$ cat config.mk
export PLATFORM = sky130hd
export DESIGN_NAME = intagg_top
export DESIGN_NICKNAME = d
export VERILOG_FILES = /design/src/rtl/intagg_pkg.sv /design/src/rtl/intagg_trigger.sv /design/src/rtl/intagg_enable_ctl.sv /design/src/rtl/intagg_status_eng.sv /design/src/rtl/intagg_top.sv
export SDC_FILE = /design/constraint.sdc
export NUM_CORES = 1
export LEC_CHECK = 0
export ABC_AREA = 1
export BUFFER_PORTS_ARGS = -buffer_cell sky130_fd_sc_hd__buf_4
export CAP_MARGIN = 40
export CELL_PAD_IN_SITES_DETAIL_PLACEMENT = 1
export CELL_PAD_IN_SITES_GLOBAL_PLACEMENT = 1
export CORE_MARGIN = 4
export CORE_UTILIZATION = 26
export DETAILED_ROUTE_END_ITERATION = 10
export MAX_ROUTING_LAYER = met4
export PLACE_DENSITY = 0.64
export RECOVER_POWER = 100
export SETUP_SLACK_MARGIN = 0.4
export SLEW_MARGIN = 15
export SYNTH_ARGS = -nofsm -noshare
export SYNTH_HDL_FRONTEND = slang
export SYNTH_SLANG_ARGS = --single-unit
$ cat constraint.sdc
create_clock -name clk -period 1.4 [get_ports clk]
set_input_delay 0.07 -clock clk [delete_from_list [all_inputs] [get_ports clk]]
set_output_delay 0.07 -clock clk [all_outputs]
set_load 0.02 [all_outputs]
$ cat src/rtl/intagg_pkg.sv
`timescale 1ns/1ps
package intagg_pkg;

    typedef enum logic [1:0] {
        SLOT_ENABLE = 2'd0,
        SLOT_STATUS = 2'd1,
        SLOT_NONE   = 2'd2
    } slot_e;

    // Word index 0 holds the enable image, word index 1 holds status.
    function automatic slot_e decode_slot(input int unsigned word_idx);
        if (word_idx == 0) begin
            return SLOT_ENABLE;
        end else if (word_idx == 1) begin
            return SLOT_STATUS;
        end
        return SLOT_NONE;
    endfunction

endpackage

$ cat src/rtl/intagg_trigger.sv
`timescale 1ns/1ps
module intagg_trigger #(
    parameter int NUM_SRC = 32
) (
    input  logic               clk,
    input  logic               rst_n,
    input  logic [NUM_SRC-1:0] src_i,
    input  logic [NUM_SRC-1:0] en_i,
    output logic               trig_o,
    output logic [NUM_SRC-1:0] sel_o
);

    typedef struct packed {
        logic any;
    } trig_st_t;

    trig_st_t st_d, st_q;

    always_comb begin
        st_d     = st_q;
        sel_o    = src_i & en_i;
        st_d.any = |sel_o;
        trig_o   = st_d.any & ~st_q.any;
    end

    always_ff @(posedge clk) begin
        if (!rst_n) begin
            st_q <= '0;
        end else begin
            st_q <= st_d;
        end
    end

    AST_NO_BACK_TO_BACK_TRIG: assert property (@(posedge clk) disable iff (!rst_n)
        trig_o |=> !trig_o) else $error("trigger repeated");

endmodule

$ cat src/rtl/intagg_enable_ctl.sv
`timescale 1ns/1ps
module intagg_enable_ctl #(
    parameter int NUM_SRC = 32
) (
    input  logic               clk,
    input  logic               rst_n,
    input  logic               wr_i,
    input  logic [NUM_SRC-1:0] wdata_i,
    output logic [NUM_SRC-1:0] en_o,
    output logic [NUM_SRC-1:0] image_o,
    output logic [NUM_SRC-1:0] mask_o
);

    typedef struct packed {
        logic [NUM_SRC-1:0] en;
        logic [NUM_SRC-1:0] img;
        logic [NUM_SRC-1:0] mask;
    } en_st_t;

    en_st_t st_d, st_q;
    logic [NUM_SRC-1:0] grown;
    logic [NUM_SRC-1:0] change;

    always_comb begin
        st_d   = st_q;
        grown  = st_q.en | wdata_i;
        change = st_q.img ^ wdata_i;
        if (wr_i) begin
            if ((wdata_i == '0) && (st_q.en == '0)) begin
                st_d.img = wdata_i;
            end else if (grown != st_q.en) begin
                st_d.en  = grown;
                st_d.img = wdata_i;
            end else begin
                if ((change & wdata_i) != '0) begin
                    st_d.mask = st_q.mask & ~change;
                end else begin
                    st_d.mask = st_q.mask | change;
                end
                st_d.img = wdata_i;
            end
        end
    end

    always_ff @(posedge clk) begin
        if (!rst_n) begin
            st_q <= '0;
        end else begin
            st_q <= st_d;
        end
    end

    assign en_o    = st_q.en;
    assign image_o = st_q.img;
    assign mask_o  = st_q.mask;

    AST_ENABLE_STICKY: assert property (@(posedge clk) disable iff (!rst_n)
        1'b1 |=> ((st_q.en & $past(st_q.en)) == $past(st_q.en))) else $error("enable lost");
    AST_ZERO_WRITE_KEEPS_MASK: assert property (@(posedge clk) disable iff (!rst_n)
        (wr_i && (wdata_i == '0) && (st_q.en == '0)) |=> $stable(st_q.mask)) else $error("mask moved");
    AST_GROW_KEEPS_MASK: assert property (@(posedge clk) disable iff (!rst_n)
        (wr_i && ((st_q.en | wdata_i) != st_q.en)) |=> $stable(st_q.mask)) else $error("mask moved on grow");

endmodule

$ cat src/rtl/intagg_status_eng.sv
`timescale 1ns/1ps
module intagg_status_eng #(
    parameter int NUM_SRC = 32,
    parameter int DATA_W  = 32
) (
    input  logic               clk,
    input  logic               rst_n,
    input  logic               clr_i,
    input  logic [DATA_W-1:0]  wdata_i,
    input  logic               trig_i,
    input  logic [NUM_SRC-1:0] sel_i,
    input  logic [NUM_SRC-1:0] mask_i,
    output logic [NUM_SRC-1:0] status_o,
    output logic               irq_o
);

    localparam logic [DATA_W-1:0] ALL_ONES = {DATA_W{1'b1}};

    typedef struct packed {
        logic [NUM_SRC-1:0] status;
        logic [NUM_SRC-1:0] pending;
        logic               irq;
    } stat_st_t;

    stat_st_t st_d, st_q;
    logic [NUM_SRC-1:0] clr_bits;
    logic               blocked;

    always_comb begin
        st_d     = st_q;
        clr_bits = wdata_i[NUM_SRC-1:0];
        blocked  = ((sel_i & (mask_i | st_q.status)) != '0);
        if (clr_i && (wdata_i != '0)) begin
            st_d.status = st_q.status & ~clr_bits;
            if ((wdata_i != ALL_ONES) && (st_d.status == '0)) begin
                if (st_q.pending != '0) begin
                    st_d.status  = st_q.pending;
                    st_d.pending = '0;
                    st_d.irq     = 1'b1;
                end else begin
                    st_d.irq = 1'b0;
                end
            end
        end
        if (trig_i) begin
            if (blocked) begin
                st_d.pending = st_d.pending | sel_i;
            end else begin
                st_d.status = sel_i;
                st_d.irq    = 1'b1;
            end
        end
    end

    always_ff @(posedge clk) begin
        if (!rst_n) begin
            st_q <= '0;
        end else begin
            st_q <= st_d;
        end
    end

    assign status_o = st_q.status;
    assign irq_o    = st_q.irq;

    AST_IRQ_RISE_HAS_CAUSE: assert property (@(posedge clk) disable iff (!rst_n)
        $rose(st_q.irq) |-> (st_q.status != '0)) else $error("irq without status");
    AST_PENDING_HELD: assert property (@(posedge clk) disable iff (!rst_n)
        !clr_i |=> ((st_q.pending & $past(st_q.pending)) == $past(st_q.pending))) else $error("pending lost");
    AST_ZERO_CLEAR_IGNORED: assert property (@(posedge clk) disable iff (!rst_n)
        (clr_i && (wdata_i == '0) && !trig_i) |=> ($stable(st_q.status) && $stable(st_q.irq))) else $error("zero write acted");
    AST_ALL_ONES_IRQ_HELD: assert property (@(posedge clk) disable iff (!rst_n)
        (clr_i && (wdata_i == ALL_ONES) && !trig_i) |=> ($stable(st_q.irq) && (st_q.status == '0))) else $error("all-ones write acted");
    AST_IDLE_STATUS_EMPTY: assert property (@(posedge clk) disable iff (!rst_n)
        !st_q.irq |-> (st_q.status == '0)) else $error("status set while idle");

endmodule

$ cat src/rtl/intagg_top.sv
`timescale 1ns/1ps
module intagg_top #(
    parameter int NUM_SRC = 32,
    parameter int DATA_W  = 32,
    parameter int ADDR_W  = 4
) (
    input  logic               clk,
    input  logic               rst_n,
    input  logic [NUM_SRC-1:0] src_i,
    input  logic               bus_wr_i,
    input  logic [ADDR_W-1:0]  bus_addr_i,
    input  logic [DATA_W-1:0]  bus_wdata_i,
    output logic [DATA_W-1:0]  bus_rdata_o,
    output logic               irq_o
);
    import intagg_pkg::*;

    localparam int IDX_W = ADDR_W - 2;

    slot_e              slot;
    logic               en_wr;
    logic               st_wr;
    logic [NUM_SRC-1:0] en_vec;
    logic [NUM_SRC-1:0] en_img;
    logic [NUM_SRC-1:0] mask;
    logic [NUM_SRC-1:0] status;
    logic [NUM_SRC-1:0] sel;
    logic               trig;
    logic [DATA_W-1:0]  img_ext;
    logic [DATA_W-1:0]  status_ext;

    always_comb begin
        slot  = decode_slot(int'(bus_addr_i[ADDR_W-1:2]));
        en_wr = bus_wr_i && (slot == SLOT_ENABLE);
        st_wr = bus_wr_i && (slot == SLOT_STATUS);
    end

    intagg_trigger #(.NUM_SRC(NUM_SRC)) u_trig (
        .clk    (clk),
        .rst_n  (rst_n),
        .src_i  (src_i),
        .en_i   (en_vec),
        .trig_o (trig),
        .sel_o  (sel)
    );

    intagg_enable_ctl #(.NUM_SRC(NUM_SRC)) u_en (
        .clk     (clk),
        .rst_n   (rst_n),
        .wr_i    (en_wr),
        .wdata_i (bus_wdata_i[NUM_SRC-1:0]),
        .en_o    (en_vec),
        .image_o (en_img),
        .mask_o  (mask)
    );

    intagg_status_eng #(.NUM_SRC(NUM_SRC), .DATA_W(DATA_W)) u_stat (
        .clk      (clk),
        .rst_n    (rst_n),
        .clr_i    (st_wr),
        .wdata_i  (bus_wdata_i),
        .trig_i   (trig),
        .sel_i    (sel),
        .mask_i   (mask),
        .status_o (status),
        .irq_o    (irq_o)
    );

    generate
        if (NUM_SRC < DATA_W) begin : g_pad
            assign img_ext    = {{(DATA_W-NUM_SRC){1'b0}}, en_img};
            assign status_ext = {{(DATA_W-NUM_SRC){1'b0}}, status};
        end else begin : g_full
            assign img_ext    = en_img;
            assign status_ext = status;
        end
    endgenerate

    always_comb begin
        unique case (slot)
            SLOT_ENABLE: bus_rdata_o = img_ext;
            SLOT_STATUS: bus_rdata_o = status_ext;
            default:     bus_rdata_o = '0;
        endcase
    end

    logic [IDX_W-1:0] unused_idx;
    assign unused_idx = bus_addr_i[ADDR_W-1:2];

endmodule

After elaboration in Yosys (flattened, before gate mapping). Index checks and enable logic that the tools add are counted.

Eq/ne operators: 4. Muxes and demuxes: 15. Bitwise operators: 16. Reductions and logical operators: 17.

Operators with widths (number): $mux W65 (3); $and A32 B32 Y32 (5); $or A32 B32 Y32 (4); $reduce_bool A32 Y1 (4); $logic_not A32 Y1 (3); $mux W32 (3); $mux W64 (1); $not A32 Y32 (2); $pmux W32 S2 (1); $ne A32 B32 Y1 (1); $ne A32 B32 Y1 const B (1); $reduce_or A32 Y1 (1); $xor A32 B32 Y32 (1); $mux W2 (3); $reduce_and A3 Y1 (2); $logic_and A1 B1 Y1 (5); $eq A2 B1 Y1 const B (2); $logic_not A2 Y1 (2); $mux W1 (4); $not A1 Y1 (3); $and A1 B1 Y1 (1).

Flip-flop bits (word level): 162. Input bits: 71. Output and inout bits: 33. Logic and storage cells: 59.

Depth between registers and ports, before layout. Gate-level depths: netlist of the first run.

Depth after elaboration: 11. Depth in mapped cells: 13. Mapped depth without buffers: 13.

Modules after synthesis. From an unflattened synthesis of the first run, not the netlist that was laid out.

Cells, all modules: 1618. Area, all modules: 10344.9 um^2.

By module, submodules not included: intagg_status_eng (instances 1, cells each 750, area each 4789.6 um^2, seq. area each 1301.2 um^2); intagg_enable_ctl (instances 1, cells each 658, area each 4662.0 um^2, seq. area each 1921.8 um^2); intagg_top (instances 1, cells each 112, area each 506.7 um^2, seq. area each 0.0 um^2); intagg_trigger (instances 1, cells each 98, area each 386.6 um^2, seq. area each 20.0 um^2).

Worst setup path after synthesis of the first run. Ideal clock, no wire load.

Path type: register to register. From: register u_en.st_q (netlist bit u_en.image_o[27]). To: register (tool-made name). Library setup time: 0.064 ns. Arrival: 1.430 ns. Data required time: 1.336 ns. Setup slack: -0.094 ns. Stages on the path, launching flop included: 11. Path buffers: 1. Clock period less this slack: 1.494 ns. Path through: dfxtp_1 > inv_1 > ha_1 > nor4_1 > nand2_1 > nor2_1 > nand2_1 > buf_1 > nand3_1 > nand2_1 > nor2_1.

RTL lines: start, declared (RTL line intagg_enable_ctl.sv:20) `en_st_t st_d, st_q;`; start signal, assigned (RTL line intagg_enable_ctl.sv:49) `st_q <= st_d;`.

==> reports/results.tsv, run 1 <==
stage	metric	value	unit
run_status	status	complete, but fails checks	
run_status	violations	negative setup slack	
yosys	synth_nets	1776	
clocking	cts_htree_levels	4	
cells_and_area	seq_area	0.00332	mm²
power	leakage	7.78	nW
floorplanning	core_area	0.0386	mm²
place	pre_cts_ws	-621	ps
power	power.density	1050	mW/mm²
route	drc	0	
yosys	ys_ff_latch	162	
yosys	syn_area	0.0101	mm²
yosys	yosysSeqAreaShare	32.0	%
route	ant_nets	0	
cells_and_area	syn_to_final_growth	62.7	%
grt	grt_use_total	23.8	%
cells_and_area	multi_input_area	0.00650	mm²
clocking	clock_latency	460	ps
critical_path	crit_path_start_kind	register	
critical_path	crit_arrival	2360	ps
cells_and_area	final_layout_size_suffix_gt1_share	39.8	%
critical_path	end_kind	register	
yosys	synth_compound_area_share	13.9	%
yosys	synthFlopType	dfxtp_1	
timing	setup_viol	130	
cells_and_area	nets	2164	
yosys	synthSimpleGateAreaFrac	33.7	%
timing	clock_skew	13.6	ps
yosys	synth_edf_count	0	
timing	rsz0062_at_grt	yes	
power	peakVddDrop	0.928	mV
grt	antenna_found_initial	1	
yosys	muxShareOfSynthArea	0	%
timing	drv_slew	0	
route	drt-total-wl	51.6	mm
floorplanning	initial_utilization	26.3	%
route	dr.pass1.iters	5	
timing	finalHoldViolCount	0	
timing	fin_crit_sh	144	%
place	dpl.hpwl	35.0	mm
floorplanning	boundaryPins	104	
yosys	synth_cells	1673	
grt	grt_max_degree	49	
timing	fin_crit	2010	ps
clocking	cts_inserted_buffers	17	
clocking	clockBufferDepth	2	
clocking	cts_tree	yes	
yosys	synth_xor_area_share	0	%
yosys	synth.distinct_cells	26	
yosys	synth_top_family_by_area	simple AND/OR/NAND/NOR gates	
critical_path	path_class	reg -> reg	
yosys	synth_fa_ha_area_share	3.95	%
place	numPortBuffers	101	
cells_and_area	fill_cells	4926	
timing	worst_slack	-614	ps
power	power	0.0173	W
route	wl_per_cell	19.9	µm
min_path	hold_class	in -> reg	
route	drtIter0Drc	709	
floorplanning	die_area	0.0422	mm²
grt	grt_pass1_wl	74.6	mm
floorplanning	die_w	205	µm
timing	slew_headroom	49.2	%
yosys	ys_warn_count	0	
timing	fmax	0.496	GHz
route	num_vias	12600	
grt	grt_pass1_vias	13100	
critical_path	crit_fanout	8	
timing	worst_pin_slew	761	ps
clocking	cts.clk_slew.worst_paths	60	ps
yosys	synth_area_per_cell	6.06	µm²
grt	grt_overflow	0	
clocking	cts.sinks	162	
floorplanning	placementRows	72	
floorplanning	die_h	205	µm
clocking	root_buffer	clkbuf_16	
yosys	async_flop_share	0	%
run	cap_violations	0	
critical_path	crit_required	1750	ps
place	place_congestion	0.898	
route	vias_per_cell	4.87	
==> power by group <==
group          total [W]  switching (W)  leakage [nW]  internal (W)
Combinational    0.00700        0.00395          6.15       0.00305
Clock            0.00507        0.00214         0.291       0.00293
Sequential       0.00522       0.000255          1.34       0.00497
==> per-stage QoR <==
| step | TNS [ps] | hold WS, ps | util [%] | cells | instance area [µm²] |
|---|---|---|---|---|---|
| global route | -74550 | 27.3 | 42.8 | 2592 | 16500 |
| finish | -64140 | 13.6 | 42.8 | 2592 | 16500 |
| floorplan | -1260 | 201 | - | 1673 | 10400 |
| detailed placement | -71270 | 369 | 35.7 | 2502 | 13800 |
| CTS | -61150 | 5.13 | 40.5 | 2581 | 15600 |
| global placement | -67060 | 352 | 35.7 | 2502 | 13800 |
==> synthesized netlist by cell type, types with 4 or more instances <==
master	instances	area, µm²
nand2_1	429	1610
inv_1	319	1200
nor2_1	206	773
dfxtp_1	162	3240
a21oi_1	135	676
nand3_1	107	536
o21ai_0	47	235
nand4_1	45	282
clkbuf_1	33	124
ha_1	32	400
o22ai_1	32	200
o21bai_1	22	165
buf_2	20	100
inv_2	12	45.0
buf_6	11	124
o21bai_2	10	113
buf_1	8	30.0
nor4_1	8	50.1
nor2_2	7	43.8
buf_4	6	45.0
nand3b_1	6	45.0
nor3_1	5	25.0
nand2_2	4	25.0
o21ai_1	4	20.0
==> timing repair <==
item	CTS	global route
gates cloned	8	6
setup buffers	18	4
hold buffers	22	0
endpoints found under the setup margin	163	163
pin swaps	36	49
endpoints found under the hold margin	30	0
resized for setup	182	227
==> final cells by class <==
class | instances | area share, %
clock buffers | 21 | 2.85
diodes | 1 | 0.0152
flip-flops and latches | 162 | 20.1
multi-input cells | 1102 | 39.4
inverters | 331 | 7.61
repair buffers | 447 | 25.3
well taps | 518 | 3.93
clock inverters | 10 | 0.804
==> worst max-delay path: stages, from the launching register on <==
cell and delay, ps:
dfxtp_4 370, inv_1 50, nand2_1 70, nand2_2 80, nor2_1 130, buf_4 140, nand2_1 90, nor2_1 220
nand2_2 110, nor2_4 220, clkbuf_16 230, nand3_2 70, nand2_1 70, nor2_1 50
==> routing by layer <==
metal	wire length (µm)	up-vias	track usage (%)
met5	0	-	-
met4	1780	0	8.21
met3	2290	108	2.99
met2	25400	326	40.2
met1	22100	6203	29.5
li1	-	5974	-
==> cells by family after synthesis <==
logic type      after synthesis
fa+ha+maj                    32
simple gates                820
buf+inv                     409
flops                       162
compound gates              250
==> placed cells by master, fill, tap and decap left out, drive strengths merged, types with 6 or more instances in the layout <==
master / instances
nor4: 8
nand3: 109
clkbuf: 32
inv: 330
nand4: 45
nor2: 214
nand2: 433
buf: 414
ha: 32
a21oi: 135
o21bai: 32
o21ai: 51
nand3b: 6
dfxtp: 162
o22ai: 32
dlygate4sd3: 22
==> final timing paths <==
| kind | from | endpoint | slack, ps | cells after the start |
|---|---|---|---|---|
| worst min register to register | u_stat.st_q[4] | u_stat.st_q[4] | 470 | 2 |
| worst max register to register | u_en.en_o[13] | register | -610 | 13 |
| worst min-delay path | bus_wdata_i[15] | u_en.image_o[15] | 10 | 3 |
| worst max-delay path | u_en.en_o[13] | register | -610 | 13 |
Note: power is estimated with default switching activity, not from simulation.
==> inputs of run 2 (changes only) <==
--- a/config.mk
+++ b/config.mk
@@ -6,16 +6,17 @@
 export NUM_CORES = 1
 export LEC_CHECK = 0
 export ABC_AREA = 1
-export BUFFER_PORTS_ARGS = -buffer_cell sky130_fd_sc_hd__buf_4
 export CAP_MARGIN = 40
 export CELL_PAD_IN_SITES_DETAIL_PLACEMENT = 1
 export CELL_PAD_IN_SITES_GLOBAL_PLACEMENT = 1
 export CORE_MARGIN = 4
 export CORE_UTILIZATION = 26
 export DETAILED_ROUTE_END_ITERATION = 10
+export DONT_BUFFER_PORTS = 1
 export MAX_ROUTING_LAYER = met4
-export PLACE_DENSITY = 0.64
+export PLACE_DENSITY = 0.6
 export RECOVER_POWER = 100
+export REMOVE_ABC_BUFFERS = 1
 export SETUP_SLACK_MARGIN = 0.4
 export SLEW_MARGIN = 15
 export SYNTH_ARGS = -nofsm -noshare
==> reports/results.tsv, run 2 (synthesis gave the netlist of run 1 again) <==
stage	metric	value	unit
power	power	0.0174	W
timing	worst_slack	-621	ps
power	combPwrFrac	38.9	%
clocking	cts.clk_slew.worst_paths	70	ps
power	internal_power	0.0113	W
critical_path	crit_arrival	2380	ps
timing	slew_headroom	46.2	%
route	drc	0	
critical_path	crit_fanout	7	
timing	fmax	0.495	GHz
cells_and_area	fill_cells	4942	
grt	grt_max_degree	99	
clocking	hold_buffers	32	
power	peakVddDrop	0.966	mV
floorplanning	die_h	205	µm
timing	finalHoldViolCount	107	
min_path	hold_class	in -> reg	
cells_and_area	multi_input_area	0.00624	mm²
place	numPortBuffers	0	
route	drtIter0Drc	808	
power	clkPwrFrac	31.1	%
power	leakage	7.48	nW
grt	grt_pass1_vias	12600	
power	power.density	1110	mW/mm²
floorplanning	boundaryPins	104	
run	cap_violations	0	
critical_path	end_kind	register	
place	dpl.hpwl	33.9	mm
timing	finalSetupTns	-62570	ps
floorplanning	die_area	0.0422	mm²
timing	fin_crit_sh	144	%
critical_path	worstReg2RegStart	u_en.en_o[30]	
clocking	cts_inserted_buffers	17	
floorplanning	placementRows	72	
cells_and_area	syn_to_final_growth	54.9	%
cells_and_area	final_layout_size_suffix_gt1_share	33.3	%
timing	fin_crit	2020	ps
run_status	status	complete, but fails checks	
critical_path	crit_path_start_kind	register	
critical_path	cp_top_family	simple AND/OR/NAND/NOR gates	
timing	rsz0062_at_grt	yes	
route	ant_nets	0	
critical_path	crit_cells	15	
clocking	root_buffer	clkbuf_16	
critical_path	critPathBufInv	6	
clocking	cts.sinks	162	
grt	grt_overflow	0	
route	wl_per_cell	21.3	µm
floorplanning	die_w	205	µm
route	num_vias	12300	
critical_path	r2r_slack	-620	ps
critical_path	rr_worst_depth	15	
route	dr.pass1.iters	5	
grt	grt_pass1_wl	76.8	mm
timing	setup_viol	131	
timing	drv_slew	0	
critical_path	crit_required	1760	ps
grt	grt_use_total	25.0	%
floorplanning	initial_utilization	26.3	%
cells_and_area	final_common_cell	nand2_1	
critical_path	critPathLaunch	u_en.en_o[30]	
critical_path	worstPathCellList	inv_1 -> nand2_1 -> o21ai_0 -> nor2_2 -> nand4_1 -> buf_6 -> inv_2 -> nand2_2 -> nor2_4 -> buf_6 -> buf_12 -> buf_16 -> nand3_4 -> nand2_2 -> nor2_2	
clocking	clock_latency	460	ps
power	power.switching	0.00615	W
grt	antenna_found_initial	2	
cells_and_area	seq_area	0.00330	mm²
clocking	cts_htree_levels	4	
critical_path	path_class	reg -> reg	
critical_path	cpMaxStageDelayCell	dfxtp_1	
place	place_congestion	0.847	
clocking	clockBufferDepth	2	
power	p_seq_share	29.9	%
power	switching_share	35.3	%
route	vias_per_cell	4.92	
timing	worst_pin_slew	807	ps
cells_and_area	layout_common_cells	351 x nand2_1, 290 x inv_1, 239 x buf_4	
timing	clock_skew	14.9	ps
route	drt-total-wl	53.4	mm
timing	whs	-243	ps
critical_path	cpPeakStageDelay	350	ps
floorplanning	core_area	0.0386	mm²
cells_and_area	nets	2075	
clocking	cts_tree	yes	
run_status	violations	negative hold slack, negative setup slack	
==> run 2: cell count changes in the layout (fill, tap and decap cells not counted), moves of 12 or more <==
cell	delta
nand3_1	+27
nand3_2	-31
nand2_4	+12
nor2_4	-14
a21oi_1	+17
a21oi_2	-16
buf_4	-93
dfxtp_1	+13
dfxtp_2	-13
==> run 2: layout make-up <==
class / count / share of cell area (%)
inverters: 331 / 7.98
diodes: 2 / 0.0319
well taps: 518 / 4.13
flip-flops and latches: 162 / 21.0
clock buffers: 21 / 2.93
multi-input cells: 1102 / 39.7
clock inverters: 10 / 1.16
repair buffers: 358 / 23.0
==> run 2: stage by stage <==
stage	std cells	utilization, %	cell area, µm²	setup slack (ps)
finish	2504	40.7	15700	-621
global route	2504	40.7	15700	-728
CTS	2485	39.0	15000	-522
detailed placement	2384	32.7	12600	-779
global placement	2383	32.6	12600	-727
floorplan	1595	-	9720	-2260
==> run 2: repair_timing <==
item,CTS,global route
gates resized for setup,269,141
pin swaps,69,62
buffers inserted,25,10
hold endpoints to repair,142,103
setup endpoints to repair,162,163
gates cloned,13,7
==> run 2: per-layer routing <==
layer  up-vias  GRT usage, %  wire length, µm
met5         -             -                0
met4         0          6.94             1470
met3        80          4.38             2730
met2       326          40.4            25300
met1      6091          32.2            23900
li1       5829             -                -
==> run 2: how the worst min path moves through the flow <==
| stage | start | endpoint | slack [ps] | cells after the start |
|---|---|---|---|---|
| 2_1_floorplan | rst_n | u_stat.irq_o | 170 | 2 |
| 3_3_place_gp | rst_n | u_stat.irq_o | 210 | 2 |
| 3_5_place_dp | bus_wdata_i[24] | u_en.en_o[24] | 220 | 2 |
| 4_1_cts | rst_n | register | -250 | 2 |
| 5_1_grt | rst_n | u_stat.irq_o | -250 | 2 |
| 6_report | rst_n | register | -240 | 2 |
==> run 2: power groups by stage <==
stage | registers, W | clock network, W | logic [W]
floorplan | 0.00519 | 0 | 0.00232
global placement | 0.00525 | 0 | 0.00445
detailed placement | 0.00526 | 0 | 0.00454
CTS | 0.00519 | 0.00551 | 0.00608
global route | 0.00526 | 0.00567 | 0.00722
finish | 0.00522 | 0.00544 | 0.00679
==> inputs of run 3 (changes only) <==
--- a/config.mk
+++ b/config.mk
@@ -21,4 +21,5 @@
 export SLEW_MARGIN = 15
 export SYNTH_ARGS = -nofsm -noshare
 export SYNTH_HDL_FRONTEND = slang
+export SYNTH_HIERARCHICAL = 1
 export SYNTH_SLANG_ARGS = --single-unit
==> reports/results.tsv, run 3 <==
stage	metric	value	unit
place	numPortBuffers	0	
grt	grt_use_total	22.3	%
clocking	cts.sinks	162	
yosys	synth.most_common_cell	nand2_1	
clocking	root_buffer	clkbuf_16	
critical_path	crit_fanout	8	
route	vias_per_cell	4.86	
yosys	ys_warn_count	6	
critical_path	crit_required	1790	ps
clocking	cts_htree_levels	4	
clocking	clockBufferDepth	2	
critical_path	critPathBufInv	4	
critical_path	end_kind	register	
critical_path	worstReg2RegStart	u_en/en_o[5]	
grt	grt_pass1_vias	12400	
yosys	synth_edf_count	0	
yosys	async_flop_share	0	%
floorplanning	placementRows	72	
grt	grt_pass1_wl	73.0	mm
timing	clock_skew	15.3	ps
route	drtIter0Drc	675	
floorplanning	die_h	207	µm
power	power	0.0156	W
critical_path	cp_top_family	simple AND/OR/NAND/NOR gates	
route	num_vias	11800	
yosys	yosysSeqAreaShare	31.3	%
cells_and_area	nets	1992	
timing	drv_slew	0	
min_path	worstHoldEndpoint	u_stat/status_o[30]	
route	ant_nets	0	
yosys	synth_area_per_cell	6.39	µm²
run	cap_violations	0	
critical_path	crit_path_start_kind	register	
min_path	min_from	rst_n	
min_path	whs_path_depth	2	
clocking	hold_buffers	31	
power	leakage	7.25	nW
place	placed_cells	2313	
yosys	ys_ff_latch	162	
floorplanning	die_area	0.0430	mm²
power	power.density	999	mW/mm²
timing	worst_slack	-547	ps
route	dr.pass1.iters	5	
run_status	violations	negative hold slack, negative setup slack	
floorplanning	boundaryPins	104	
floorplanning	initial_utilization	26.5	%
timing	whs	-232	ps
grt	grt_overflow	0	
yosys	ys_top_cells_by_area	dfxtp_1 31%, nand2_1 15%, inv_1 9.1%	
grt	grt_max_degree	103	
route	drt-total-wl	49.9	mm
timing	fmax	0.514	GHz
critical_path	crit_arrival	2330	ps
cells_and_area	final_common_cell	nand2_1	
critical_path	r2r_slack	-550	ps
timing	slew_headroom	31.0	%
critical_path	reg2reg_to	u_stat/status_o[10]	
route	drc	0	
run_status	status	complete, but fails checks	
critical_path	path_class	reg -> reg	
timing	rsz0062_at_grt	yes	
critical_path	rr_worst_depth	13	
critical_path	cpMostUsedCell	nand2_1	
yosys	synth_top_area_share	31.3	%
yosys	yosys.area.top_type	dfxtp_1	
yosys	synth.distinct_cells	34	
cells_and_area	layout_common_cells	327 x nand2_1, 248 x buf_4, 232 x inv_1	
yosys	syn_area	0.0103	mm²
cells_and_area	syn_to_final_growth	51.2	%
timing	setup_viol	130	
cells_and_area	final_layout_size_suffix_gt1_share	41.5	%
timing	worst_pin_slew	1040	ps
yosys	netlist_top_cells_count	418 x nand2_1, 250 x inv_1, 162 x dfxtp_1, 135 x nor2_1, 122 x a21oi_1	
place	place_congestion	0.852	
yosys	synthFlopType	dfxtp_1	
critical_path	critPathLaunch	u_en/en_o[5]	
min_path	hold_class	in -> reg	
critical_path	cpMaxStageDelayCell	dfxtp_2	
clocking	cts.clk_slew.worst_paths	80	ps
route	wl_per_cell	20.6	µm
place	dpl.hpwl	31.9	mm
floorplanning	core_area	0.0390	mm²
clocking	cts_tree	yes	
critical_path	worstPathCellList	nand2_1 -> inv_1 -> o21ai_1 -> nand2_1 -> nor2_2 -> nand2_1 -> nor2_4 -> nand3_4 -> buf_12 -> buf_16 -> nand2_2 -> inv_1 -> a21oi_2	
cells_and_area	stdcell_count	2423	
power	peakVddDrop	0.924	mV
timing	fin_crit_sh	139	%
timing	finalHoldViolCount	96	
clocking	clock_latency	450	ps
floorplanning	die_w	207	µm
timing	fin_crit	1950	ps
critical_path	cpPeakStageDelay	330	ps
clocking	cts_inserted_buffers	17	
yosys	synth_cells	1618	
grt	antenna_found_initial	4	
## run 3: changes by cell type in the layout (fill, tap and decap cells not counted), moves of 14 or more
cell	delta
nand2_1	-24
inv_1	-58
nand2_2	+32
nand3_2	+14
nand3_1	-26
a21oi_1	-36
o21ai_1	+35
dfxtp_2	+14
dfxtp_1	-20
o22ai_1	-17
a21oi_2	+57
nor2_1	-55
## run 3: logic make-up (layout without fill, tap and decap cells)
kind of cell,after synthesis,in the layout,synth area share [%]
and+or+nand+nor,754,754,31.5
buffers and inverters,374,658,16.4
AOI/OAI and AO/OA,296,296,16.9
DFF,162,162,31.3
adders and majority gates,32,32,3.87
other,0,3,0
## run 3: through the flow
| step | hold slack [ps] | setup TNS [ps] | setup slack [ps] | cell area, µm² | util [%] |
|---|---|---|---|---|---|
| global placement | 214 | -58660 | -656 | 12600 | 32.3 |
| detailed placement | 229 | -60380 | -682 | 12600 | 32.3 |
| floorplan | 168 | -268020 | -2850 | 9640 | - |
| global route | -258 | -67380 | -615 | 15600 | 40.1 |
| CTS | -262 | -45960 | -438 | 14600 | 37.4 |
| finish | -232 | -55070 | -547 | 15600 | 40.1 |
## run 3: worst max-delay path by stage
stage	cells after the start	endpoint	slack, ps
after floorplan	4	u_en/image_o[0]	-2850
after global placement	11	register	-660
after detailed placement	11	register	-680
after CTS	12	u_stat/status_o[28]	-440
after global routing	13	u_stat/status_o[10]	-620
final	13	u_stat/status_o[10]	-550
## run 3: routing by layer
metal  wire length, µm  vias up  global-route usage [%]  part of all wire, %
met2             25000      247                    38.0                   50
met5                 0        -                       -                    0
met3              2100       82                    3.75                  4.2
li1                  -     5623                       -                    -
met4              1570        0                    7.82                  3.2
met1             21200     5833                    26.8                   43
## run 3: report_power, final
group          internal [W]  switching [W]  total (W)
Combinational       0.00250        0.00322    0.00571
Sequential          0.00500       0.000350    0.00535
Clock               0.00230        0.00227    0.00457
Total               0.00979        0.00584     0.0156
## run 3: timing repair
| action | in CTS | in global routing |
|---|---|---|
| endpoints found under the hold margin | 131 | 100 |
| cloned | 8 | 6 |
| resized for setup | 254 | 266 |
| endpoints found under the setup margin | 163 | 163 |
| pin swaps | 78 | 67 |
| buffers inserted | 21 | 9 |
## run 3: layout make-up
cell class	count	area, µm²
inverters	265	997
fillers	4789	23400
diodes	3	7.51
well taps	518	648
flip-flops and latches	162	3340
repair buffers	361	3400
clock buffers	19	433
multi-input cells	1082	6710
clock inverters	13	104
